## src/rtl/fe_regs_pkg.sv

```systemverilog
// Shared constants and types for the front-end control register bank.
// Assumes a 3-bit address space with one reserved code at the top.
package fe_regs_pkg;

    localparam int ADDR_W     = 3;
    localparam int DATA_W     = 8;
    localparam int CFG_W      = 7;
    localparam int GAIN_W     = 5;
    localparam int NUM_CH     = 3;
    localparam int FRAME_BITS = ADDR_W + DATA_W;

    localparam logic [ADDR_W-1:0] ADDR_CFG       = 3'd0;
    localparam int                ADDR_OFS_BASE  = 1;
    localparam int                ADDR_GAIN_BASE = ADDR_OFS_BASE + NUM_CH;
    localparam logic [ADDR_W-1:0] ADDR_RSVD      = 3'd7;

    localparam logic [CFG_W-1:0]  CFG_RESET  = 7'h00;
    localparam logic [DATA_W-1:0] OFS_RESET  = 8'hC0;
    localparam logic [GAIN_W-1:0] GAIN_RESET = 5'h00;

    // Access-mode code formed as {mode_oe, mode_ps}
    typedef enum logic [1:0] {
        MODE_SER_OUT   = 2'b00,
        MODE_ILLEGAL   = 2'b01,
        MODE_SER_QUIET = 2'b10,
        MODE_PAR       = 2'b11
    } port_mode_e;

endpackage

```

## src/rtl/fe_pin_sync.sv

```systemverilog
// Multi-stage synchronizer for a group of asynchronous host pins.
// Assumes each pin is individually tolerant of one cycle of skew.
module fe_pin_sync #(
    parameter int WIDTH  = 1,
    parameter int STAGES = 2
) (
    input  logic             clk,
    input  logic             rst_n,
    input  logic [WIDTH-1:0] pin_i,
    output logic [WIDTH-1:0] pin_o
);

    logic [STAGES-1:0][WIDTH-1:0] stage_q;

    // Shift the pin samples through the synchronizer chain
    always_ff @(posedge clk) begin
        if (!rst_n) begin
            stage_q <= '0;
        end else begin
            stage_q[0] <= pin_i;
            for (int s = 1; s < STAGES; s++) begin
                stage_q[s] <= stage_q[s-1];
            end
        end
    end

    assign pin_o = stage_q[STAGES-1];

endmodule

```

## src/rtl/fe_serial_rx.sv

```systemverilog
// Serial frame receiver: shifts bits MSB first on synchronized clock
// rises and flags a frame of exactly FRAME_BITS bits. A commit pulse
// restarts the count and takes priority over a coincident shift.
module fe_serial_rx #(
    parameter int FRAME_BITS = 11
) (
    input  logic                  clk,
    input  logic                  rst_n,
    input  logic                  shift_en,
    input  logic                  sclk_rise,
    input  logic                  sdata,
    input  logic                  commit,
    output logic [FRAME_BITS-1:0] frame,
    output logic                  frame_ok
);

    localparam int               CNT_W   = $clog2(FRAME_BITS + 2);
    localparam logic [CNT_W-1:0] CNT_MAX = CNT_W'(FRAME_BITS + 1);
    localparam logic [CNT_W-1:0] CNT_OK  = CNT_W'(FRAME_BITS);

    logic [FRAME_BITS-1:0] shift_q;
    logic [CNT_W-1:0]      cnt_q;

    // Shift data and count bits, saturating one past a full frame
    always_ff @(posedge clk) begin
        if (!rst_n) begin
            shift_q <= '0;
            cnt_q   <= '0;
        end else if (commit) begin
            cnt_q <= '0;
        end else if (shift_en && sclk_rise) begin
            shift_q <= {shift_q[FRAME_BITS-2:0], sdata};
            if (cnt_q != CNT_MAX) begin
                cnt_q <= cnt_q + 1'b1;
            end
        end
    end

    assign frame    = shift_q;
    assign frame_ok = (cnt_q == CNT_OK);

endmodule

```

## src/rtl/fe_write_decode.sv

```systemverilog
// Selects the write source from the synchronized access mode and forms
// a single write request. The illegal mode yields no request.
module fe_write_decode
    import fe_regs_pkg::*;
#(
    parameter int AW = ADDR_W,
    parameter int DW = DATA_W
) (
    input  port_mode_e        mode,
    input  logic              strobe_rise,
    input  logic [AW-1:0]     par_addr,
    input  logic [DW-1:0]     par_data,
    input  logic [AW+DW-1:0]  ser_frame,
    input  logic              ser_ok,
    output logic              wr_en,
    output logic [AW-1:0]     wr_addr,
    output logic [DW-1:0]     wr_data
);

    // Choose the write source for the current mode
    always_comb begin
        wr_en   = 1'b0;
        wr_addr = ser_frame[AW+DW-1:DW];
        wr_data = ser_frame[DW-1:0];
        unique case (mode)
            MODE_SER_OUT, MODE_SER_QUIET: begin
                wr_en = strobe_rise && ser_ok;
            end
            MODE_PAR: begin
                wr_en   = strobe_rise;
                wr_addr = par_addr;
                wr_data = par_data;
            end
            default: begin
                wr_en = 1'b0;
            end
        endcase
    end

endmodule

```

## src/rtl/fe_reg_file.sv

```systemverilog
// Register storage: one configuration word plus an offset and a gain
// per channel. Narrow registers keep the low data bits. The reserved
// address matches no register.
module fe_reg_file
    import fe_regs_pkg::*;
#(
    parameter int CH = NUM_CH
) (
    input  logic                   clk,
    input  logic                   rst_n,
    input  logic                   wr_en,
    input  logic [ADDR_W-1:0]      wr_addr,
    input  logic [DATA_W-1:0]      wr_data,
    output logic [CFG_W-1:0]       cfg_q,
    output logic [CH*DATA_W-1:0]   ofs_q,
    output logic [CH*GAIN_W-1:0]   gain_q
);

    localparam int LAST_ADDR = ADDR_GAIN_BASE + CH - 1;

    if (LAST_ADDR >= int'(ADDR_RSVD)) begin : g_bad_map
        $error("channel count overlaps the reserved address");
    end

    // Configuration word update
    always_ff @(posedge clk) begin
        if (!rst_n) begin
            cfg_q <= CFG_RESET;
        end else if (wr_en && wr_addr == ADDR_CFG) begin
            cfg_q <= wr_data[CFG_W-1:0];
        end
    end

    for (genvar ch = 0; ch < CH; ch++) begin : g_chan
        localparam logic [ADDR_W-1:0] OFS_ADDR  = ADDR_W'(ADDR_OFS_BASE + ch);
        localparam logic [ADDR_W-1:0] GAIN_ADDR = ADDR_W'(ADDR_GAIN_BASE + ch);
        logic [DATA_W-1:0] ofs_r;
        logic [GAIN_W-1:0] gain_r;

        // Per-channel offset update
        always_ff @(posedge clk) begin
            if (!rst_n) begin
                ofs_r <= OFS_RESET;
            end else if (wr_en && wr_addr == OFS_ADDR) begin
                ofs_r <= wr_data;
            end
        end

        // Per-channel gain update
        always_ff @(posedge clk) begin
            if (!rst_n) begin
                gain_r <= GAIN_RESET;
            end else if (wr_en && wr_addr == GAIN_ADDR) begin
                gain_r <= wr_data[GAIN_W-1:0];
            end
        end

        assign ofs_q[ch*DATA_W +: DATA_W]  = ofs_r;
        assign gain_q[ch*GAIN_W +: GAIN_W] = gain_r;
    end

endmodule

```

## src/rtl/fe_ctrl_regs.sv

```systemverilog
// Top of the front-end control register bank. Synchronizes the host
// pins, detects strobe and serial clock rises, routes writes from the
// selected path and drives the shared data pins. Assumes par_addr and
// bus_in are held stable for the synchronizer delay around a strobe rise.
module fe_ctrl_regs
    import fe_regs_pkg::*;
#(
    parameter int SYNC_STAGES = 2
) (
    input  logic              clk,
    input  logic              rst_n,
    input  logic              mode_oe,
    input  logic              mode_ps,
    input  logic              wr_strobe,
    input  logic              ser_clk,
    input  logic              ser_data,
    input  logic [ADDR_W-1:0] par_addr,
    input  logic [DATA_W-1:0] bus_in,
    input  logic [DATA_W-1:0] conv_data,
    output logic [DATA_W-1:0] bus_out,
    output logic              bus_oe,
    output logic [CFG_W-1:0]  cfg_word,
    output logic [DATA_W-1:0] offset_red,
    output logic [DATA_W-1:0] offset_green,
    output logic [DATA_W-1:0] offset_blue,
    output logic [GAIN_W-1:0] gain_red,
    output logic [GAIN_W-1:0] gain_green,
    output logic [GAIN_W-1:0] gain_blue
);

    localparam int PIN_W = 5;

    logic [PIN_W-1:0]      pins_s;
    port_mode_e            mode_s;
    logic                  sclk_s, sdata_s, strobe_s;
    logic                  sclk_d, strobe_d;
    logic                  sclk_rise, strobe_rise;
    logic                  ser_en;
    logic [FRAME_BITS-1:0] ser_frame;
    logic                  ser_ok;
    logic                  wr_en;
    logic [ADDR_W-1:0]     wr_addr;
    logic [DATA_W-1:0]     wr_data;
    logic [NUM_CH*DATA_W-1:0] ofs_all;
    logic [NUM_CH*GAIN_W-1:0] gain_all;

    fe_pin_sync #(.WIDTH(PIN_W), .STAGES(SYNC_STAGES)) u_sync (
        .clk   (clk),
        .rst_n (rst_n),
        .pin_i ({mode_oe, mode_ps, ser_clk, ser_data, wr_strobe}),
        .pin_o (pins_s)
    );

    assign mode_s   = port_mode_e'(pins_s[4:3]);
    assign sclk_s   = pins_s[2];
    assign sdata_s  = pins_s[1];
    assign strobe_s = pins_s[0];

    // Delay registers for rising-edge detection
    always_ff @(posedge clk) begin
        if (!rst_n) begin
            sclk_d   <= 1'b0;
            strobe_d <= 1'b0;
        end else begin
            sclk_d   <= sclk_s;
            strobe_d <= strobe_s;
        end
    end

    assign sclk_rise   = sclk_s & ~sclk_d;
    assign strobe_rise = strobe_s & ~strobe_d;
    assign ser_en      = (mode_s == MODE_SER_OUT) || (mode_s == MODE_SER_QUIET);

    fe_serial_rx #(.FRAME_BITS(FRAME_BITS)) u_ser (
        .clk       (clk),
        .rst_n     (rst_n),
        .shift_en  (ser_en),
        .sclk_rise (sclk_rise),
        .sdata     (sdata_s),
        .commit    (strobe_rise),
        .frame     (ser_frame),
        .frame_ok  (ser_ok)
    );

    fe_write_decode #(.AW(ADDR_W), .DW(DATA_W)) u_dec (
        .mode        (mode_s),
        .strobe_rise (strobe_rise),
        .par_addr    (par_addr),
        .par_data    (bus_in),
        .ser_frame   (ser_frame),
        .ser_ok      (ser_ok),
        .wr_en       (wr_en),
        .wr_addr     (wr_addr),
        .wr_data     (wr_data)
    );

    fe_reg_file #(.CH(NUM_CH)) u_regs (
        .clk     (clk),
        .rst_n   (rst_n),
        .wr_en   (wr_en),
        .wr_addr (wr_addr),
        .wr_data (wr_data),
        .cfg_q   (cfg_word),
        .ofs_q   (ofs_all),
        .gain_q  (gain_all)
    );

    assign offset_red   = ofs_all[0*DATA_W +: DATA_W];
    assign offset_green = ofs_all[1*DATA_W +: DATA_W];
    assign offset_blue  = ofs_all[2*DATA_W +: DATA_W];
    assign gain_red     = gain_all[0*GAIN_W +: GAIN_W];
    assign gain_green   = gain_all[1*GAIN_W +: GAIN_W];
    assign gain_blue    = gain_all[2*GAIN_W +: GAIN_W];

    // Shared-pin drive: only the output-enabled serial mode drives the pins
    always_comb begin
        bus_oe  = ({mode_oe, mode_ps} == MODE_SER_OUT);
        bus_out = bus_oe ? conv_data : '0;
    end

endmodule

```

## config.mk

```make
export PLATFORM = sky130hd
export DESIGN_NAME = fe_ctrl_regs
export DESIGN_NICKNAME = d
export VERILOG_FILES = /design/src/rtl/fe_regs_pkg.sv /design/src/rtl/fe_pin_sync.sv /design/src/rtl/fe_serial_rx.sv /design/src/rtl/fe_write_decode.sv /design/src/rtl/fe_reg_file.sv /design/src/rtl/fe_ctrl_regs.sv
export SDC_FILE = /design/constraint.sdc
export NUM_CORES = 1
export LEC_CHECK = 0
export BUFFER_PORTS_ARGS = -buffer_cell sky130_fd_sc_hd__buf_2
export CORE_UTILIZATION = 40
export CTS_BUF_LIST = sky130_fd_sc_hd__clkbuf_4
export DETAILED_ROUTE_END_ITERATION = 10
export GPL_TIMING_DRIVEN = 0
export PLACE_DENSITY_LB_ADDON = 0.1
export SLEW_MARGIN = 5
export SYNTH_ARGS = -nofsm -noshare
export SYNTH_HDL_FRONTEND = slang
export SYNTH_SLANG_ARGS = --single-unit
```

## constraint.sdc

```tcl
create_clock -name clk -period 4.4 [get_ports clk]
set_input_delay 0.44 -clock clk [delete_from_list [all_inputs] [get_ports clk]]
set_output_delay 0.44 -clock clk [all_outputs]
set_load 0.05 [all_outputs]
```

# ---- Word level (Yosys, flattened, before mapping)
# Index checks and enable logic that the tools add are counted.
# Widths: inputs -> output; s select.
dict set report word_totals {
  input_bits 26
  out_inout_bits 55
  register_bits 73
  wordCells 51
}
dict set report classes {
  reduce_logical 17
  bitwise_logic 6
  mux 4
  n_addsub 1
  eq_ne 10
}
# cell count
set ops {}
lappend ops {{$mux 8} 2}
lappend ops {{$eq 3x3->1 const B} 3}
lappend ops {{$logic_and 1x1->1} 9}
lappend ops {{$eq 3x2->1 const B} 2}
lappend ops {{$add 4x1->4 const B} 1}
lappend ops {{$eq 2x2->1 const B} 2}
lappend ops {{$eq 4x4->1 const B} 1}
lappend ops {{$logic_not 2->1} 2}
lappend ops {{$ne 4x4->1 const B} 1}
lappend ops {{$not 1->1} 4}
lappend ops {{$reduce_and 2->1} 2}
lappend ops {{$reduce_or 2->1} 2}
lappend ops {{$eq 3x1->1 const B} 1}
lappend ops {{$logic_not 3->1} 1}
lappend ops {{$mux 3} 1}
lappend ops {{$and 1x1->1} 2}
lappend ops {{$pmux 1 s2} 1}
lappend ops {{$logic_or 1x1->1} 1}

# ---- Depth between registers and ports, before layout
dict set report logic_depth {
  depth_word 5
  mapped_depth 7
  ltp_nobuf 6
}

# ---- By module
# Synthesis repeated with hierarchy kept, for this count alone.
dict set report unflattened {
  hier_cells 286
  area_unflattened_um2 3054.2
}
# mod seq_area_each_um2 cells_each n_inst area_each_um2
set by_module_without_submodules {}
lappend by_module_without_submodules {fe_reg_file 920.9 165 1 1722.9}
lappend by_module_without_submodules {fe_serial_rx 300.3 63 1 646.9}
lappend by_module_without_submodules {fe_pin_sync 200.2 25 1 300.3}
lappend by_module_without_submodules {fe_ctrl_regs 40.0 18 1 195.2}
lappend by_module_without_submodules {fe_write_decode 0.0 15 1 188.9}

# ---- Least setup slack after synthesis
# Ideal clock, no wire load.
dict set report synth_timing {
  path_kind {input to output}
  startpoint {input mode_oe}
  endpoint {output bus_out[0]}
  arrival_time_ns 1.796
  n_path_buf 0
  t_required_ns 3.960
  path_slack_ns 2.164
  path_stages 2
  cell_sequence {nor2_1 -> and2_1}
}
dict set report synth_via {
  elab_chain_len 2
}
# item line_no
set synth_rtl {}
lappend synth_rtl {{start, declared} fe_ctrl_regs.sv:12} ;# input logic mode_oe,
lappend synth_rtl {{$logic_not 2->1} fe_ctrl_regs.sv:117} ;# bus_oe = ({mode_oe, mode_ps} == MODE_SER_OUT);
lappend synth_rtl {{$mux 8} fe_ctrl_regs.sv:118} ;# bus_out = bus_oe ? conv_data : '0;
lappend synth_rtl {{end, declared} fe_ctrl_regs.sv:20} ;# output logic [DATA_W-1:0] bus_out,
# No other way between the ends.

# ---- Worst setup path in the final report
dict set report layout_timing {
  startpoint {register u_ser.cnt_q[1]}
  endpoint {register u_regs.g_chan[2].gain_r[2]}
}
dict set report layout_via {
  elab_chain_len 4
}
# item line_no
set layout_rtl {}
lappend layout_rtl {{start, declared} fe_serial_rx.sv:22} ;# logic [CNT_W-1:0] cnt_q;
lappend layout_rtl {{start signal, assigned} fe_serial_rx.sv:34} ;# cnt_q <= cnt_q + 1'b1;
lappend layout_rtl {{$eq 4x4->1} fe_serial_rx.sv:40} ;# assign frame_ok = (cnt_q == CNT_OK);
lappend layout_rtl {{$logic_and 1x1->1} fe_write_decode.sv:27} ;# wr_en = strobe_rise && ser_ok;
lappend layout_rtl {{$pmux 1 s2} fe_write_decode.sv:25} ;# unique case (mode)
lappend layout_rtl {{$logic_and 1x1->1} fe_reg_file.sv:53} ;# end else if (wr_en && wr_addr == GAIN_ADDR) begin
lappend layout_rtl {{end signal, assigned} fe_reg_file.sv:54} ;# gain_r <= wr_data[GAIN_W-1:0];
lappend layout_rtl {{end, declared} fe_reg_file.sv:38} ;# logic [GAIN_W-1:0] gain_r;
# No other way between the ends.
# A chain may end at the register's enable or synchronous reset.

==> impl_metrics.json <==
{
  "drc_errors": 0,
  "htreeDepth": 3,
  "worstSkewPairLatency_ps": 410,
  "status": "finished, final reports clean",
  "die-width_um": 88.3,
  "yosys.area_share.simple": 0.226,
  "dominantRegCellSynth": "dfxtp_1",
  "switching_share": 0.257,
  "final_cells": 496,
  "yosysMostFrequentCell": "dfxtp_1",
  "post_synth_fa_ha_maj_area_fraction": 0.00841,
  "p_comb_frac": 0.058,
  "intPower_mw": 0.812,
  "ys_seq_area_frac": 0.491,
  "synth_compound_area_frac": 0.0441,
  "cts_made_buffers": 9,
  "drt-initial-drc-count": 83,
  "core_area_um2": 7210,
  "n_antenna_cell": 0,
  "num_vias": 2334,
  "die_y_um": 88.3,
  "maxSlewHeadroom": 0.662,
  "synth_area_um2": 2980,
  "firstDrtPassIters": 4,
  "period_needed_ps": 1790,
  "cts_setup_buffers": 0,
  "clkPwrFrac": 0.331,
  "p_switching_mw": 0.281,
  "ir_worst_vdd_uv": 140,
  "setup_tns_ps": 0,
  "synth_top_family_by_area": "simple AND/OR/NAND/NOR gates",
  "syn_avg_cell_area_um2": 9.86,
  "synth_cell_types": 38,
  "grt_use_total": 0.179,
  "syn-instance-count": 302,
  "ys_ff_latch": 73,
  "required_ps": 4740,
  "async_reset_ff_frac": 0,
  "initial_core_util": 0.413,
  "slew_viol_final": 0,
  "finalSetupViolations": 0,
  "dieArea_um2": 7790,
  "dp_cells": 480,
  "cp-start-kind": "flop",
  "avgRoutedWirePerCell_um": 13.3,
  "portBuffers": 79,
  "critPathMaxFanout": 5,
  "hp-class": "in -> reg",
  "drive_gt1_frac": 0.285,
  "synth_mux_area_frac": 0.188,
  "cts-resized-gates": 0,
  "dp_hpwl_um": 4760,
  "synth_nets": 330,
  "seqPwrFrac": 0.611,
  "worstMarginPinSlew_ps": 505,
  "clock-root-buffer": "clkbuf_4",
  "crit_type": "reg -> reg",
  "power.density_nw_per_um2": 302,
  "finalClockSkew_ps": 15.8,
  "final_hold_viol_count": 0,
  "synth_xor_area_frac": 0.00883,
  "grt_max_degree": 14,
  "endpoint_kind": "flop",
  "postRouteAntennaNets": 0,
  "final_nets": 420,
  "grt_first_pass_wirelength_um": 10300,
  "clkTransAtPathRegs_ps": 110,
  "synth-edff-count": 0,
  "area_growth_pct": 21.4,
  "antenna_found_initial": 0,
  "yosysTopAreaCell": "dfxtp_1",
  "maxCapViolCount": 0,
  "cts_tree": "built",
  "place.gp.congestion": 0.759,
  "overflow": 0,
  "placementRows": 31,
  "grt_setup_unrepaired": "no",
  "grt_pass1_vias": 2023,
  "drt-total-wl_um": 6610,
  "finalPower_mw": 1.09,
  "cts.sinks": 73,
  "io_pins": 81,
  "synth_commonest_cells": "73 x dfxtp_1, 66 x nand2_1, 47 x mux2i_1",
  "whs_ps": 229,
  "yosysTopAreaCellShare": 0.491,
  "nFillCells": 744,
  "viasPerCell": 4.71,
  "clock_path_buffers": 2,
  "arrival_ps": 2130,
  "synthTopCellsByArea": "dfxtp_1 49%, mux2i_1 16%, nand2_1 8.3%",
  "cts_hold_buf": 0,
  "yosys_warnings": 0,
  "fin_crit_sh": 0.407,
  "p_leak_nw": 1.64,
  "max_freq_mhz": 559
}
-- cells by family (layout without fill, tap and decap cells) --
| group | Yosys count | in the layout |
|---|---|---|
| flops | 73 | 73 |
| mux | 54 | 54 |
| buf+inv | 20 | 115 |
| simple gates | 131 | 131 |
| xor+xnor | 3 | 3 |
| compound gates | 19 | 19 |
| fa+ha+maj | 2 | 2 |
-- cells in the final DEF (no fill, tap or decap), types with 3 or more instances in the layout --
master / instances
clkbuf_1: 12
mux2_2: 6
a21oi_1: 3
clkbuf_4: 10
buf_2: 80
mux2i_1: 47
nor2b_1: 7
inv_1: 3
a21boi_0: 11
nor2_1: 5
and2_1: 21
nand2_1: 66
nand3_1: 15
dfxtp_1: 73
-- metrics by stage --
stage / setup WS (ps) / util / instance area, um^2
2_1_floorplan: 2160 / - / 2980
3_3_place_gp: 2540 / 0.485 / 3500
3_5_place_dp: 2550 / 0.485 / 3500
4_1_cts: 2600 / 0.501 / 3610
5_1_grt: 2450 / 0.501 / 3610
6_report: 2610 / 0.501 / 3610
-- layer usage --
layer	GRT usage	routed length, um	up-vias
li1	-	-	1189
met1	0.243	3180	1074
met2	0.271	2980	62
met3	0.0373	331	9
met4	0.0880	123	0
met5	0	0	-
-- sequential cells by signal (all words and copies together) (netlist names) --
register              flops
sclk_d                    1
u_ser.cnt_q               4
u_sync.pin_o              5
strobe_d                  1
u_regs.g_chan.gain_r     15
u_regs.g_chan.ofs_r      24
u_ser.frame              11
u_regs.cfg_q              7
u_sync.stage_q            5
-- power groups by stage --
| stage | registers [mW] | clock network [mW] | logic (mW) |
|---|---|---|---|
| CTS | 0.668 | 0.379 | 0.0644 |
| finish | 0.668 | 0.362 | 0.0632 |
| global route | 0.669 | 0.405 | 0.0695 |
| detailed placement | 0.683 | 0 | 0.0641 |
| global placement | 0.683 | 0 | 0.0641 |
| floorplan | 0.683 | 0 | 0.0405 |
-- critical path, stage by stage (launching register included) --
cell	delay (ps)
dfxtp_1	380
ha_1	200
nand4bb_1	220
a21o_1	290
nor3_2	400
mux2i_1	240
-- area by class of cell --
| class | instances | area, um^2 | area share |
|---|---|---|---|
| clock inverter | 6 | 42.5 | 0.0118 |
| multi-input combinational | 209 | 1420 | 0.392 |
| tap | 99 | 124 | 0.0343 |
| clock buffer | 10 | 75.1 | 0.0208 |
| timing repair buffer | 79 | 395 | 0.109 |
| buffer | 17 | 87.6 | 0.0242 |
| sequential | 73 | 1460 | 0.404 |
| inverter | 3 | 11.3 | 0.00312 |
-- final timing paths --
kind,start,to,slack (ps),depth (start not counted)
max,u_ser.cnt_q[1],u_regs.g_chan[2].gain_r[2],2610,5
min,ser_clk,u_sync.stage_q[2],230,2
max reg2reg,u_ser.cnt_q[1],u_regs.g_chan[2].gain_r[2],2610,5
min reg2reg,u_sync.stage_q[3],u_sync.pin_o[3],450,1
No activity file was read; power rests on OpenSTA's default activity.
